`src/rtl/fgbg_pkg.sv`:
```
package fgbg_pkg;

  // How one mode is rewritten in the second stage
  typedef enum logic [1:0] {
    UPD_KEEP = 2'd0,
    UPD_BG   = 2'd1,
    UPD_FG   = 2'd2,
    UPD_NEW  = 2'd3
  } upd_kind_e;

endpackage

```
`src/rtl/fgbg_mode_check.sv`:
```
// Ratio-window test and temporal-difference test for one mode.
module fgbg_mode_check #(
  parameter int PIX_W      = 8,
  parameter int RATIO_W    = 8,
  parameter int RATIO_FRAC = 8
) (
  input  logic [PIX_W-1:0]   pix_i,
  input  logic [PIX_W-1:0]   prev_i,
  input  logic [PIX_W-1:0]   mean_i,
  input  logic [RATIO_W-1:0] ratio_i,
  output logic               hit_o,
  output logic               moved_o
);
  localparam int PW = PIX_W + RATIO_W;

  logic [PW-1:0]    prod;
  logic [PW-1:0]    span;
  logic [PW-1:0]    thr;
  logic [PIX_W-1:0] d_mean;
  logic [PIX_W-1:0] d_prev;

  assign prod   = {{RATIO_W{1'b0}}, mean_i} * {{PIX_W{1'b0}}, ratio_i};
  assign span   = prod >> RATIO_FRAC;
  assign thr    = span >> 1;
  assign d_mean = (pix_i >= mean_i) ? (pix_i - mean_i) : (mean_i - pix_i);
  assign d_prev = (pix_i >= prev_i) ? (pix_i - prev_i) : (prev_i - pix_i);
  assign hit_o   = ({{RATIO_W{1'b0}}, d_mean} <= span);
  assign moved_o = ({{RATIO_W{1'b0}}, d_prev} > thr);

endmodule

```
`src/rtl/fgbg_mode_update.sv`:
```
// Computes the next mean and weight of one mode for a given update kind.
module fgbg_mode_update
  import fgbg_pkg::*;
#(
  parameter int PIX_W       = 8,
  parameter int W_W         = 16,
  parameter int ALPHA_SHIFT = 4,
  parameter int W_LOW       = 256
) (
  input  upd_kind_e        kind_i,
  input  logic [PIX_W-1:0] pix_i,
  input  logic [PIX_W-1:0] mean_i,
  input  logic [W_W-1:0]   weight_i,
  output logic [PIX_W-1:0] mean_o,
  output logic [W_W-1:0]   weight_o
);
  localparam logic [W_W:0]   ALPHA = (W_W+1)'(1) << (W_W - ALPHA_SHIFT);
  localparam logic [W_W-1:0] LOWW  = W_W'(W_LOW);

  logic [W_W-1:0]   decay;
  logic [W_W:0]     boost;
  logic [W_W-1:0]   boost_sat;
  logic [PIX_W-1:0] stepped;

  assign decay     = weight_i - (weight_i >> ALPHA_SHIFT);
  assign boost     = {1'b0, decay} + ALPHA;
  assign boost_sat = boost[W_W] ? {W_W{1'b1}} : boost[W_W-1:0];

  always_comb begin
    if (pix_i > mean_i)      stepped = mean_i + PIX_W'(1);
    else if (pix_i < mean_i) stepped = mean_i - PIX_W'(1);
    else                     stepped = mean_i;
  end

  always_comb begin
    unique case (kind_i)
      UPD_BG:  begin mean_o = stepped; weight_o = boost_sat; end
      UPD_FG:  begin mean_o = mean_i;  weight_o = decay;     end
      UPD_NEW: begin mean_o = pix_i;   weight_o = LOWW;      end
      default: begin mean_o = mean_i;  weight_o = weight_i;  end
    endcase
  end

endmodule

```
`src/rtl/fgbg_classifier.sv`:
```
// Two-stage per-pixel classifier: stage 1 tests all modes, stage 2 updates.
module fgbg_classifier
  import fgbg_pkg::*;
#(
  parameter int MODES       = 3,
  parameter int PIX_W       = 8,
  parameter int W_W         = 16,
  parameter int RATIO_W     = 8,
  parameter int RATIO_FRAC  = 8,
  parameter int ALPHA_SHIFT = 4,
  parameter int W_LOW       = 256
) (
  input  logic                        clk,
  input  logic                        rst,
  input  logic                        valid_i,
  input  logic [PIX_W-1:0]            pix_i,
  input  logic [RATIO_W-1:0]          ratio_i,
  input  logic [PIX_W-1:0]            prev_i,
  input  logic [MODES-1:0][PIX_W-1:0] mean_i,
  input  logic [MODES-1:0][W_W-1:0]   weight_i,
  output logic                        valid_o,
  output logic [MODES-1:0][PIX_W-1:0] mean_o,
  output logic [MODES-1:0][W_W-1:0]   weight_o,
  output logic [PIX_W-1:0]            proc_o,
  output logic [PIX_W-1:0]            fg_o
);
  localparam int SEL_W = (MODES > 1) ? $clog2(MODES) : 1;
  localparam logic [PIX_W-1:0] FG_CODE = {PIX_W{1'b1}};

  // ---------------- stage 1: per-mode tests ----------------
  logic [MODES-1:0] hit_c, moved_c;

  for (genvar k = 0; k < MODES; k++) begin : g_check
    fgbg_mode_check #(
      .PIX_W(PIX_W), .RATIO_W(RATIO_W), .RATIO_FRAC(RATIO_FRAC)
    ) check_i (
      .pix_i  (pix_i),
      .prev_i (prev_i),
      .mean_i (mean_i[k]),
      .ratio_i(ratio_i),
      .hit_o  (hit_c[k]),
      .moved_o(moved_c[k])
    );
  end

  logic                        s1_valid;
  logic [PIX_W-1:0]            s1_pix;
  logic [MODES-1:0][PIX_W-1:0] s1_mean;
  logic [MODES-1:0][W_W-1:0]   s1_weight;
  logic [MODES-1:0]            s1_hit, s1_moved;

  always_ff @(posedge clk) begin
    if (rst) begin
      s1_valid  <= 1'b0;
      s1_pix    <= '0;
      s1_mean   <= '0;
      s1_weight <= '0;
      s1_hit    <= '0;
      s1_moved  <= '0;
    end else begin
      s1_valid <= valid_i;
      if (valid_i) begin
        s1_pix    <= pix_i;
        s1_mean   <= mean_i;
        s1_weight <= weight_i;
        s1_hit    <= hit_c;
        s1_moved  <= moved_c;
      end
    end
  end

  // ---------------- stage 2: select and update ----------------
  logic             any_hit;
  logic [SEL_W-1:0] sel;
  logic             sel_moved;

  always_comb begin
    any_hit = 1'b0;
    sel     = '0;
    for (int k = MODES - 1; k >= 0; k--) begin
      if (s1_hit[k]) begin
        any_hit = 1'b1;
        sel     = SEL_W'(k);
      end
    end
  end

  assign sel_moved = s1_moved[sel];

  upd_kind_e                   kind [MODES];
  logic [MODES-1:0][PIX_W-1:0] mean_n;
  logic [MODES-1:0][W_W-1:0]   weight_n;

  for (genvar k = 0; k < MODES; k++) begin : g_upd
    always_comb begin
      if (any_hit)
        kind[k] = (sel == SEL_W'(k)) ? (sel_moved ? UPD_FG : UPD_BG) : UPD_KEEP;
      else
        kind[k] = (k == MODES - 1) ? UPD_NEW : UPD_KEEP;
    end

    fgbg_mode_update #(
      .PIX_W(PIX_W), .W_W(W_W), .ALPHA_SHIFT(ALPHA_SHIFT), .W_LOW(W_LOW)
    ) update_i (
      .kind_i  (kind[k]),
      .pix_i   (s1_pix),
      .mean_i  (s1_mean[k]),
      .weight_i(s1_weight[k]),
      .mean_o  (mean_n[k]),
      .weight_o(weight_n[k])
    );
  end

  always_ff @(posedge clk) begin
    if (rst) begin
      valid_o  <= 1'b0;
      mean_o   <= '0;
      weight_o <= '0;
      proc_o   <= '0;
      fg_o     <= '0;
    end else begin
      valid_o <= s1_valid;
      if (s1_valid) begin
        mean_o   <= mean_n;
        weight_o <= weight_n;
        proc_o   <= any_hit ? s1_pix : s1_mean[0];
        fg_o     <= (!any_hit || sel_moved) ? FG_CODE : '0;
      end
    end
  end

endmodule

```
`config.mk`:
```
export PLATFORM = sky130hd
export DESIGN_NAME = fgbg_classifier
export DESIGN_NICKNAME = d
export VERILOG_FILES = /design/src/rtl/fgbg_pkg.sv /design/src/rtl/fgbg_mode_check.sv /design/src/rtl/fgbg_mode_update.sv /design/src/rtl/fgbg_classifier.sv
export SDC_FILE = /design/constraint.sdc
export NUM_CORES = 1
export LEC_CHECK = 0
export BUFFER_PORTS_ARGS = -buffer_cell sky130_fd_sc_hd__clkbuf_2
export CAP_MARGIN = 10
export CORE_MARGIN = 5
export CORE_UTILIZATION = 40
export DETAILED_ROUTE_END_ITERATION = 8
export GPL_ROUTABILITY_DRIVEN = 0
export PLACE_DENSITY_LB_ADDON = 0.25
export SLEW_MARGIN = 5
export SYNTH_ARGS = -nofsm -noshare
export SYNTH_HDL_FRONTEND = slang
export SYNTH_HIERARCHICAL = 1
export SYNTH_SLANG_ARGS = --single-unit
```
`constraint.sdc`:
```
create_clock -name clk -period 5.3 [get_ports clk]
set_input_delay 0.53 -clock clk [delete_from_list [all_inputs] [get_ports clk]]
set_output_delay 0.53 -clock clk [all_outputs]
set_load 0.01 [all_outputs]
```
# Word-level counts from Yosys, hierarchy flattened
# Index checks and enable logic that the tools add are counted.
[classes]
add_sub_neg = 20
mul = 3
magnitude_cmp = 17
n_eq_ne = 11
n_mux = 36
reduce_logical = 3
[ops]
columns = ["operator", "count"]
rows = [
  ["16-bit one-hot mux with 3 select lines", 3],
  ["8-bit 2-to-1 mux", 12],
  ["8-bit subtractor", 8],
  ["16-bit by 13-bit adder with 17-bit output, second input constant", 3],
  ["8-bit by 8-bit multiplier with 16-bit output", 3],
  ["16-bit 2-to-1 mux", 3],
  ["8-bit one-hot mux with 2 select lines", 3],
  ["16-bit by 12-bit subtractor with 16-bit output", 3],
  ["8-bit >= comparator", 4],
  ["8-bit by 1-bit adder with 8-bit output, second input constant", 3],
  ["8-bit by 7-bit > comparator with 1-bit output", 3],
  ["8-bit > comparator", 3],
  ["8-bit <= comparator", 3],
  ["8-bit less-than comparator", 3],
  ["8-bit by 1-bit subtractor with 8-bit output, second input constant", 3],
  ["2-bit 2-to-1 mux", 10],
  ["2-bit equality test, second input constant", 7],
  ["2-bit by 1-bit equality test with 1-bit output, second input constant", 4],
  ["1-bit 2-to-1 mux", 4],
  ["2-bit by 3-bit less-than comparator with 1-bit output, second input constant", 1],
  ["1-bit binary-select mux with 2-bit select", 1],
  ["2-bit zero test", 1],
  ["1-bit zero test", 1],
  ["1-bit logical OR", 1],
]
[totals]
reg_bits = 176
input_bits = 99

# Longest topological paths before layout
# Gate-level depths: netlist (run 1).
[logic_depth]
depth_word = 10
mapped_depth = 28
ltp_nobuf = 27

# By module
# The synthesis (run 1) kept the hierarchy.
[by_module_without_submodules]
columns = ["mod", "n_inst", "cells_each", "area_each_um2", "seq_area_each_um2"]
rows = [
  ["fgbg_classifier", 1, 583, 6150.9, 3383.2],
  ["fgbg_mode_update", 3, 287, 1930.6, 0.0],
  ["fgbg_mode_check at g_check[1].check_i", 1, 424, 3674.8, 0.0],
  ["fgbg_mode_check at g_check[2].check_i", 1, 417, 3488.3, 0.0],
  ["fgbg_mode_check at g_check[0].check_i", 1, 408, 3435.8, 0.0],
]

# Worst setup path before layout (run 1)
# No wires, ideal clock.
[synth_timing]
path_kind = "input-to-reg"
startpoint = "input mean_i[4] (netlist bit)"
endpoint = "register s1_moved[0]"
arrival_time_ps = 5443
required_ps = 5183
setup_slack_ps = -260
path_stages = 24
path_buffers = 1
cell_sequence = "clkbuf_1 > and2_1 > fa_1 > inv_1 > fa_1 > inv_1 > fa_1 > fa_1 > ha_1 > a211oi_1 > o31ai_1 > a311o_1 > and2_1 > nor2_1 > xor2_1 > ha_1 > o21ai_0 > nand2b_1 > a21oi_1 > o21ai_1 > a31oi_1 > o22ai_1 > mux2i_1 > nor2_1"
[synth_via]
elab_chain_cells = 2
[synth_rtl]
columns = ["item", "line_no", "source"]
rows = [
  ["start, declared", "fgbg_classifier.sv:19", "input logic [MODES-1:0][PIX_W-1:0] mean_i,"],
  ["8-bit by 8-bit multiplier with 16-bit output", "fgbg_mode_check.sv:22", "assign prod = {{RATIO_W{1'b0}}, mean_i} * {{PIX_W{1'b0}}, ratio_i};"],
  ["8-bit by 7-bit > comparator with 1-bit output", "fgbg_mode_check.sv:28", "assign moved_o = ({{RATIO_W{1'b0}}, d_prev} > thr);"],
  ["net moved_c[0]", "fgbg_classifier.sv:31", "logic [MODES-1:0] hit_c, moved_c;"],
  ["end signal, assigned", "fgbg_classifier.sv:67", "s1_moved <= moved_c;"],
  ["end, declared", "fgbg_classifier.sv:50", "logic [MODES-1:0] s1_hit, s1_moved;"],
]
# The timed path passes the listed nets, and every way through them passes these cells.
# A chain may end at the register's enable or synchronous reset.

# Worst setup path after layout (run 1)
[layout_timing]
startpoint = "input ratio_i[4]"
endpoint = "register s1_moved[0]"
[layout_via]
elab_chain_cells = 2
[layout_rtl]
columns = ["item", "line_no", "source"]
rows = [
  ["start, declared", "fgbg_classifier.sv:17", "input logic [RATIO_W-1:0] ratio_i,"],
  ["8-bit by 8-bit multiplier with 16-bit output", "fgbg_mode_check.sv:22", ""],
  ["8-bit by 7-bit > comparator with 1-bit output", "fgbg_mode_check.sv:28", ""],
  ["net moved_c[0]", "fgbg_classifier.sv:31", ""],
]
# The timed path passes the listed nets, and every way through them passes these cells.

==> impl_metrics.tcl, run 1 <==
set metrics [dict create \
    clkTransAtPathRegs_ns 0.07 \
    final_max_slew_viol_count 0 \
    leakagePower_nw 12.3 \
    drc 0 \
    grt_max_degree 115 \
    grt_pass1_wl_um 108000 \
    postRouteAntennaNets 0 \
    clockRootBuffer "clkbuf_16" \
    syn_inst 2693 \
    skew_ns 0.0114 \
    routed.top_layer "met5" \
    area_growth_syn_to_layout_pct 16.1 \
    cts_tree "built" \
    synth.cell_area_um2 22500 \
    worst_pin_slew_ns 1.15 \
    max_stage_delay_ns 0.57 \
    period_share 1.01 \
    coreArea_um2 56100 \
    cts.sinks 169 \
    cpMostUsedCell "inv_1" \
    synth_edf_count 0 \
    vdd_ir_drop_max_v 0.000231 \
    power_density_nw_per_um2 344 \
    io_buffers 187 \
    ys_seq_area_frac 0.150 \
    setup_viol 4 \
    crit_arrival_ns 5.66 \
    status "finished with violations" \
    min_path_type "in2reg" \
    worstPathRequired_ns 5.62 \
    nets 3482 \
    fmax_mhz 187 \
    dr_wl_met2_um 33800 \
    critPathSlowestCell "fa_2" \
    async_flop_share 0 \
    syn_nets 3209 \
    via_per_inst 5.50 \
    grt_overflow 0 \
    violations "negative setup slack" \
    hold_buffers 0 \
    dieArea_um2 61200 \
    fp.dieH_um 247 \
    total_power_mw 8.99 \
    io_pins 188 \
    start_kind "input port" \
    syn_area_per_cell_um2 8.37 \
    start_util 0.402 \
    rsz0062_at_grt "yes" \
    netlist-cell-type-count 109 \
    wl_met3_um 3180 \
    cts_buffers 17 \
    grt_antenna_before_repair 3 \
    critical_path_class "in2reg" \
    hold_viol 0 \
    vias 20500 \
    cp_max_fo 8 \
    antenna_cells 0 \
    cts.htree.levels 4 \
    layout_min_cycle_time_ns 5.34 \
    ys_seq_elements 169 \
    ys.flop_type "dfxtp_1" \
    ys_warn_count 6 \
    cts_max_path_buffers 2 \
    routed_wl_um 68500 \
    met1_length_um 30100 \
    endpoint_kind "flop" \
    place_hpwl_um 53300 \
    die_w_um 247 \
    rows 87 \
    grt_use_total 0.216 \
    final.setup.tns_ns -0.0573 \
    drt_iter0_drc 1186 \
    worst_slack_ns -0.0373 \
    grt_pass1_vias 20400 \
    maxCapViolCount 0 \
    layout-drive-gt1-share 0.189 \
    slew_headroom 0.234 \
    wl_per_cell_um 18.3 \
    clkLatencyLatePin_ns 0.46 \
    drt_first_pass_iters 6 \
]
==> sequential cells by signal (all words and copies together), names as in the netlist <==
name	cells
proc_o	8
valid_o	1
weight_o	48
fg_o	1
s1_valid	1
s1_moved	3
mean_o	24
s1_mean	24
s1_hit	3
s1_pix	8
s1_weight	48
==> path summary, 6_finish.rpt <==
kind	slack [ns]	from	cells after the start	endpoint
max reg2reg	1.56	s1_weight[14]$_SDFFE_PP0P_	15	weight_o[12]$_SDFFE_PP0P_
min	0.31	weight_i[12]	3	s1_weight[12]$_SDFFE_PP0P_
min reg2reg	0.49	proc_o[0]$_SDFFE_PP0P_	2	proc_o[0]$_SDFFE_PP0P_
max	-0.04	ratio_i[4]	28	s1_moved[0]$_SDFFE_PP0P_
==> layer usage <==
layer  vias to the layer above  GRT usage
li1                       9897          -
met1                     10000      0.281
met2                       542      0.387
met3                        87     0.0221
met4                         6     0.0532
met5                         -          0
==> stage by stage <==
stage	hold slack, ns	area, um2	utilization	worst slack (ns)	cells
floorplan	0.469	22600	-	0.000580	2693
global route	0.310	26200	0.467	-0.307	3735
detailed placement	0.481	25000	0.446	-0.653	3684
finish	0.307	26200	0.467	-0.0373	3735
global placement	0.473	25000	0.446	-0.538	3684
CTS	0.283	25900	0.463	-0.0339	3731
==> area by class of cell <==
cell class                 instances  area [um2]
fill                            5449       29900
multi-input combinational       2119       17700
sequential                       169        3390
timing repair buffer             351        2380
inverter                         308        1160
tap                              756         946
clock buffer                      19         443
clock inverter                    13         166
==> cell families (layout without fill, tap and decap cells) <==
| kind of cell | after synthesis | in the layout | synth area share |
|---|---|---|---|
| XOR/XNOR | 97 | 97 | 0.0387 |
| flip-flops | 169 | 169 | 0.150 |
| AND/OR/NAND/NOR | 855 | 855 | 0.188 |
| buffers and inverters | 405 | 691 | 0.0825 |
| multiplexers | 216 | 216 | 0.0965 |
| AO/OA/AOI/OAI | 533 | 533 | 0.172 |
| adder cells (fa/ha/maj) | 418 | 418 | 0.272 |
==> synth_stat cells, types with 7 or more instances <==
cell type / instances / share of area
a211oi_1: 12 / 0.0040
fa_1: 120 / 0.11
buf_6: 12 / 0.0060
a311oi_1: 10 / 0.0039
nor3_1: 41 / 0.0091
o21a_1: 24 / 0.0080
o311ai_0: 12 / 0.0047
nor2_1: 251 / 0.042
o21ai_2: 8 / 0.0031
buf_4: 21 / 0.0070
nor2b_1: 34 / 0.0094
nand2_1: 217 / 0.036
mux2_2: 11 / 0.0055
nand3_1: 45 / 0.010
dfxtp_1: 169 / 0.15
o21ai_0: 87 / 0.019
o31a_1: 14 / 0.0054
or2_2: 9 / 0.0025
a22oi_1: 8 / 0.0027
inv_1: 302 / 0.050
ha_1: 297 / 0.16
a32o_1: 7 / 0.0031
a31oi_1: 42 / 0.012
a21oi_1: 101 / 0.022
o211ai_1: 20 / 0.0067
buf_2: 16 / 0.0036
a2bb2oi_1: 10 / 0.0039
and3_1: 11 / 0.0031
o31ai_1: 13 / 0.0043
xor2_1: 33 / 0.013
a21oi_2: 11 / 0.0043
clkbuf_1: 34 / 0.0057
o21bai_1: 8 / 0.0027
o21ai_1: 9 / 0.0020
a21o_2: 11 / 0.0043
mux2i_1: 205 / 0.091
a21o_1: 34 / 0.011
xnor2_1: 61 / 0.024
nand2b_1: 20 / 0.0056
nand4_1: 32 / 0.0089
a221oi_1: 7 / 0.0027
o221ai_1: 9 / 0.0035
and2_1: 138 / 0.038
==> report_power, final <==
group / switching, mW / internal, mW
Sequential: 0.154 / 1.39
Clock: 0.587 / 0.759
Combinational: 3.28 / 2.83
==> critical path, delay by kind of cell <==
kind / cells / cell delay, ns
adder cells (fa/ha/maj): 6 / 2.34
AO/OA/AOI/OAI: 7 / 1.22
buffers and inverters: 7 / 0.66
AND/OR/NAND/NOR: 6 / 0.55
XOR/XNOR: 1 / 0.19
multiplexers: 1 / 0.14
==> layout by cell type (no fill, tap or decap), types with 80 or more instances in the layout <==
cell type  instances
inv_1            302
ha_1             286
nor2_1           246
nand2_1          217
mux2i_1          205
clkbuf_2         183
dfxtp_1          168
buf_4            153
and2_1           130
fa_1             112
a21oi_1           93
o21ai_0           80
==> timing repair <==
action	in CTS	in global routing
resized for setup	41	29
setup buffers	15	3
pin swaps	52	50
cloned	1	2
setup endpoints to repair	5	6
(Power assumes the default switching activity.)
==> run 2: changes to the inputs <==
Settings changed: CORE_UTILIZATION 40 to 57.
==> run 2 against run 1 <==
  * Global-route usage grew 6.6 points
  * The run still ends with negative setup slack left
  * Critical endpoint unchanged
  * Clock-buffer cell count is the same
  * Critical path depth shrank 3
  * Die area decreased by 29%
  * Total power fell by 1.4%
  * Worst hold slack better by 0.022 ns
  * Sequential power barely moved
  * Sequential cell count unchanged
==> impl_metrics.tcl, run 2 (same netlist as run 1, synthesis figures left out) <==
set metrics [dict create \
    status "finished with violations" \
    violations "negative setup slack" \
    nFillCells 3208 \
    worst_slack_ns -0.0693 \
    nets 3484 \
    grt_overflow 0 \
    multi_input_area_um2 17600 \
    layout_commonest_cell "inv_1" \
    final_max_slew_viol_count 0 \
    period_share 1.01 \
    leakagePower_nw 12.3 \
    start_kind "input port" \
    reg_top3 "s1_weight: 48 flops, weight_o: 48 flops" \
    ff2ff_setup_slack_ns 1.53 \
    final_cell_mix "inv_1 (300), ha_1 (285), nor2_1 (246)" \
    clkTransAtPathRegs_ns 0.08 \
    grt_antenna_before_repair 2 \
    power_density_nw_per_um2 344 \
    rows 72 \
    io_buffers 187 \
    grt_use_total 0.283 \
    routed_wl_um 65300 \
    drt_iter0_drc 1636 \
    vdd_ir_drop_max_v 0.000240 \
    setup_viol 4 \
    dieArea_um2 43600 \
    cp_max_fo 6 \
    die_w_um 209 \
    r2r-end "weight_o[2]$_SDFFE_PP0P_" \
    cts.htree.levels 4 \
    grt_pass1_vias 20600 \
    cts_buffers 17 \
    skew_ns 0.0187 \
    cts_max_path_buffers 2 \
    worst_pin_slew_ns 0.995 \
    drt_first_pass_iters 5 \
    seqCellArea_um2 3390 \
    critical_path_class "in2reg" \
    crit_arrival_ns 5.68 \
    grt_max_degree 94 \
    wl_per_cell_um 18.6 \
    grt_pass1_wl_um 104000 \
    clockRootBuffer "clkbuf_16" \
    vias 20900 \
    min_from "weight_i[11]" \
    layout-drive-gt1-share 0.189 \
    drc 0 \
    worstPathRequired_ns 5.61 \
    r2r_cells 16 \
    layout_min_cycle_time_ns 5.37 \
    whs_ns 0.329 \
    fmax_mhz 186 \
    clkLatencyLatePin_ns 0.44 \
    io_pins 188 \
    via_per_inst 5.98 \
    hold_viol 0 \
    maxCapViolCount 0 \
    slew_headroom 0.337 \
    cts.sinks 169 \
    min_path_cells 3 \
    area_growth_syn_to_layout_pct 14.4 \
    start_util 0.579 \
    endpoint_kind "flop" \
    worstReg2RegStart "s1_weight[0]$_SDFFE_PP0P_" \
    cts_tree "built" \
    coreArea_um2 38900 \
    postRouteAntennaNets 0 \
    hold_end "s1_weight[11]$_SDFFE_PP0P_" \
    min_path_type "in2reg" \
    fp.dieH_um 209 \
    rsz0062_at_grt "yes" \
    final.setup.tns_ns -0.186 \
    place_hpwl_um 50100 \
]
run 2: cell count changes in the layout (fill, tap and decap cells not counted), moves of 3 or more:
cell,delta
buf_12,-5
buf_4,+5
clkbuf_2,-5
o21ai_1,+5
fa_1,+4
fa_2,-4
o21ai_2,-3
xnor2_1,+3
xnor2_2,-3
run 2: cell type report:
type | instances | share of cell area
clock buffer | 19 | 0.0176
clock inverter | 13 | 0.00505
timing repair buffer | 353 | 0.0923
sequential | 169 | 0.131
antenna | 2 | 0.000194
multi-input combinational | 2119 | 0.684
tap | 518 | 0.0251
inverter | 308 | 0.0448
run 2: through the flow:
step                setup WS (ns)   util  cell area [um2]  total power [mW]  cells
detailed placement         -0.654  0.634            24700              7.07   3448
global placement           -0.464  0.634            24700              6.86   3448
CTS                       -0.0460  0.652            25400              8.47   3487
floorplan                0.000580      -            22600              5.49   2693
finish                    -0.0693  0.663            25800              8.87   3501
global route               -0.291  0.663            25800              9.60   3501
run 2: critical path: stages:
cell and delay [ns]:
buf_12 0.12, buf_12 0.14, and2_4 0.15, fa_1 0.49
inv_2 0.04, fa_1 0.50, inv_1 0.05, fa_1 0.46
fa_1 0.60, ha_4 0.23, a211oi_4 0.28, o31ai_1 0.12
a311o_1 0.33, and2_4 0.18, nor2_4 0.12, xor2_2 0.17
ha_1 0.28, o21ai_1 0.08, nand2b_1 0.08, a21oi_2 0.15
o21ai_1 0.09, a31oi_1 0.19, o22ai_1 0.09, mux2i_1 0.14
nor2_1 0.06
run 2: how the worst max path moves through the flow:
| stage | from | end | slack [ns] | depth (start not counted) |
|---|---|---|---|---|
| 2_1_floorplan | mean_i[4] | s1_moved[0]$_SDFFE_PP0P_ | 0.0006 | 24 |
| 3_3_place_gp | ratio_i[4] | s1_moved[0]$_SDFFE_PP0P_ | -0.46 | 25 |
| 3_5_place_dp | ratio_i[7] | s1_moved[1]$_SDFFE_PP0P_ | -0.65 | 23 |
| 4_1_cts | ratio_i[4] | s1_hit[2]$_SDFFE_PP0P_ | -0.05 | 25 |
| 5_1_grt | ratio_i[4] | s1_hit[2]$_SDFFE_PP0P_ | -0.29 | 26 |
| 6_report | ratio_i[4] | s1_moved[0]$_SDFFE_PP0P_ | -0.07 | 25 |
run 2: routing by layer:
layer,vias to the layer above,wire [um],GRT usage
li1,9903,-,-
met1,10100,27000,0.368
met2,793,32100,0.501
met3,140,4190,0.0270
met4,0,1940,0.0792
met5,-,0,0
run 2: what timing repair did:
item | in CTS | in global routing
pin swaps | 18 | 60
setup endpoints to repair | 6 | 6
gates cloned | 0 | 5
hold buffers | 0 | 0
setup buffers | 7 | 7
resized for setup | 13 | 60
run 2: power breakdown:
| group | switching (mW) | leakage, nW | total [mW] | internal [mW] |
|---|---|---|---|---|
| clock network | 0.582 | 0.279 | 1.27 | 0.684 |
| logic | 3.24 | 10.6 | 6.05 | 2.82 |
| registers | 0.163 | 1.39 | 1.55 | 1.39 |
| total | 3.98 | 12.3 | 8.87 | 4.89 |
==> run 3: changes to the inputs <==
Settings changed: SKIP_CTS_REPAIR_TIMING set to 1.
==> run 3 against run 2 <==
  * The run still ends with negative setup slack left
  * Sequential share of layout area is essentially flat
  * Critical path type unchanged
  * Fmax shrank 0.57%
  * Die area is the same
  * Via count grew 0.26%
  * Global-route usage shrank 0.11 points
  * Worst setup slack lost 0.031 ns
  * Largest power group unchanged
==> impl_metrics.tcl, run 3 (same netlist as run 1, synthesis figures left out) <==
set metrics [dict create \
    endpoint_kind "flop" \
    crit_arrival_ns 5.78 \
    multi_input_area_um2 17700 \
    layout_commonest_cell "inv_1" \
    final_util 0.663 \
    combinationalPowerShare 0.684 \
    via_per_inst 6.00 \
    drc 0 \
    dieArea_um2 43600 \
    dpl-instance-area_um2 24700 \
    period_share 1.02 \
    place_hpwl_um 50100 \
    vias 21000 \
    min_path_type "in2reg" \
    grt_pass1_vias 20600 \
    worstPathRequired_ns 5.68 \
    total_power_mw 8.90 \
    start_util 0.579 \
    status "finished with violations" \
    cts_buffers 17 \
    clkTransAtPathRegs_ns 0.08 \
    cts.htree.levels 4 \
    clkLatencyLatePin_ns 0.44 \
    critical_path_class "in2reg" \
    io_buffers 187 \
    area_growth_syn_to_layout_pct 14.5 \
    drt_iter0_drc 1760 \
    nFillCells 3192 \
    leakagePower_nw 12.3 \
    cp_max_fo 8 \
    skew_ns 0.0170 \
    fmax_mhz 185 \
    layout-drive-gt1-share 0.191 \
    drt_first_pass_iters 7 \
    worst_pin_slew_ns 0.982 \
    clockPowerShare 0.142 \
    grt_pass1_wl_um 104000 \
    start_kind "input port" \
    clockRootBuffer "clkbuf_16" \
    reg_top3 "s1_weight: 48 flops, weight_o: 48 flops" \
    die_w_um 209 \
    netSwitchingPower_mw 4.00 \
    io_pins 188 \
    nets 3480 \
    whs_ns 0.329 \
    seqCellArea_um2 3390 \
    rsz0062_at_grt "yes" \
    cts.sinks 169 \
    slew_headroom 0.345 \
    seqPwrFrac 0.174 \
    power_density_nw_per_um2 345 \
    routed_wl_um 65500 \
    worst_slack_ns -0.100 \
    maxCapViolCount 0 \
    layout_min_cycle_time_ns 5.40 \
    grt_overflow 0 \
    violations "negative setup slack" \
    hold_viol 0 \
    vdd_ir_drop_max_v 0.000241 \
    final_cell_mix "inv_1 (300), ha_1 (283), nor2_1 (244)" \
    setup_viol 4 \
    cts_max_path_buffers 2 \
    wl_per_cell_um 18.7 \
    grt_use_total 0.282 \
    rows 72 \
    fp.dieH_um 209 \
    postRouteAntennaNets 0 \
    instances_no_fill 3497 \
    power.internal_mw 4.90 \
    coreArea_um2 38900 \
    grt_max_degree 94 \
    fin_area_um2 25800 \
    netSwitchingFraction 0.450 \
    final_max_slew_viol_count 0 \
    cts_tree "built" \
    grt_antenna_before_repair 2 \
    dpl.cell_count 3448 \
]
[run 3: cell types whose count changed in the layout (fill, tap and decap cells not counted), sizes merged]
cell    delta
clkbuf     -2
buf        -2
[run 3: power by group through the flow]
stage               clock network [mW]  registers [mW]  logic, mW
floorplan                            0            1.52       3.97
global placement                     0            1.57       5.29
detailed placement                   0            1.57       5.49
CTS                               1.28            1.55       5.54
global route                      1.33            1.56       6.73
finish                            1.26            1.55       6.09
[run 3: area by class of cell]
class                           instances  share of cell area
Antenna cell                            2            0.000194
Clock buffer                           19              0.0175
Clock inverter                         13             0.00504
Inverter                              308              0.0448
Multi-Input combinational cell       2119               0.685
Sequential cell                       169               0.131
Tap cell                              518              0.0251
Timing Repair Buffer                  349              0.0914
[run 3: per-layer routing]
| layer | share of wire | up-vias | GRT usage |
|---|---|---|---|
| met5 | 0 | - | 0 |
| met4 | 0.034 | 0 | 0.0810 |
| met3 | 0.060 | 152 | 0.0273 |
| met2 | 0.49 | 794 | 0.497 |
| met1 | 0.42 | 10100 | 0.367 |
| li1 | - | 9891 | - |
[run 3: final timing paths]
path / from / to / slack (ns) / cells after the start
worst max register to register: s1_weight[0]$_SDFFE_PP0P_ / weight_o[2]$_SDFFE_PP0P_ / 1.55 / 16
worst max-delay path: mean_i[20] / s1_hit[2]$_SDFFE_PP0P_ / -0.10 / 25
worst min-delay path: weight_i[47] / s1_weight[47]$_SDFFE_PP0P_ / 0.33 / 3
worst min register to register: proc_o[1]$_SDFFE_PP0P_ / proc_o[1]$_SDFFE_PP0P_ / 0.49 / 2
[run 3: stage by stage]
stage / setup WS, ns / setup TNS, ns
after floorplan: 0.000580 / 0
after global placement: -0.464 / -2.39
after detailed placement: -0.654 / -3.51
after CTS: -0.186 / -0.760
after global routing: -0.313 / -1.23
final: -0.100 / -0.166
[run 3: critical path: stages]
cell       delay, ns
clkbuf_2        0.22
and2_4          0.21
fa_1            0.49
inv_1           0.05
fa_1            0.47
inv_1           0.05
fa_1            0.49
fa_1            0.45
ha_4            0.20
a2111oi_4       0.28
o21ai_2         0.13
a21oi_2         0.24
nor2b_1         0.07
nor2_1          0.14
xor2_1          0.21
ha_1            0.28
o21a_1          0.12
o21a_1          0.17
o21a_1          0.17
o21a_1          0.18
o31ai_1         0.21
a21oi_1         0.08
o32ai_2         0.10
mux2i_1         0.10
nor2_1          0.12
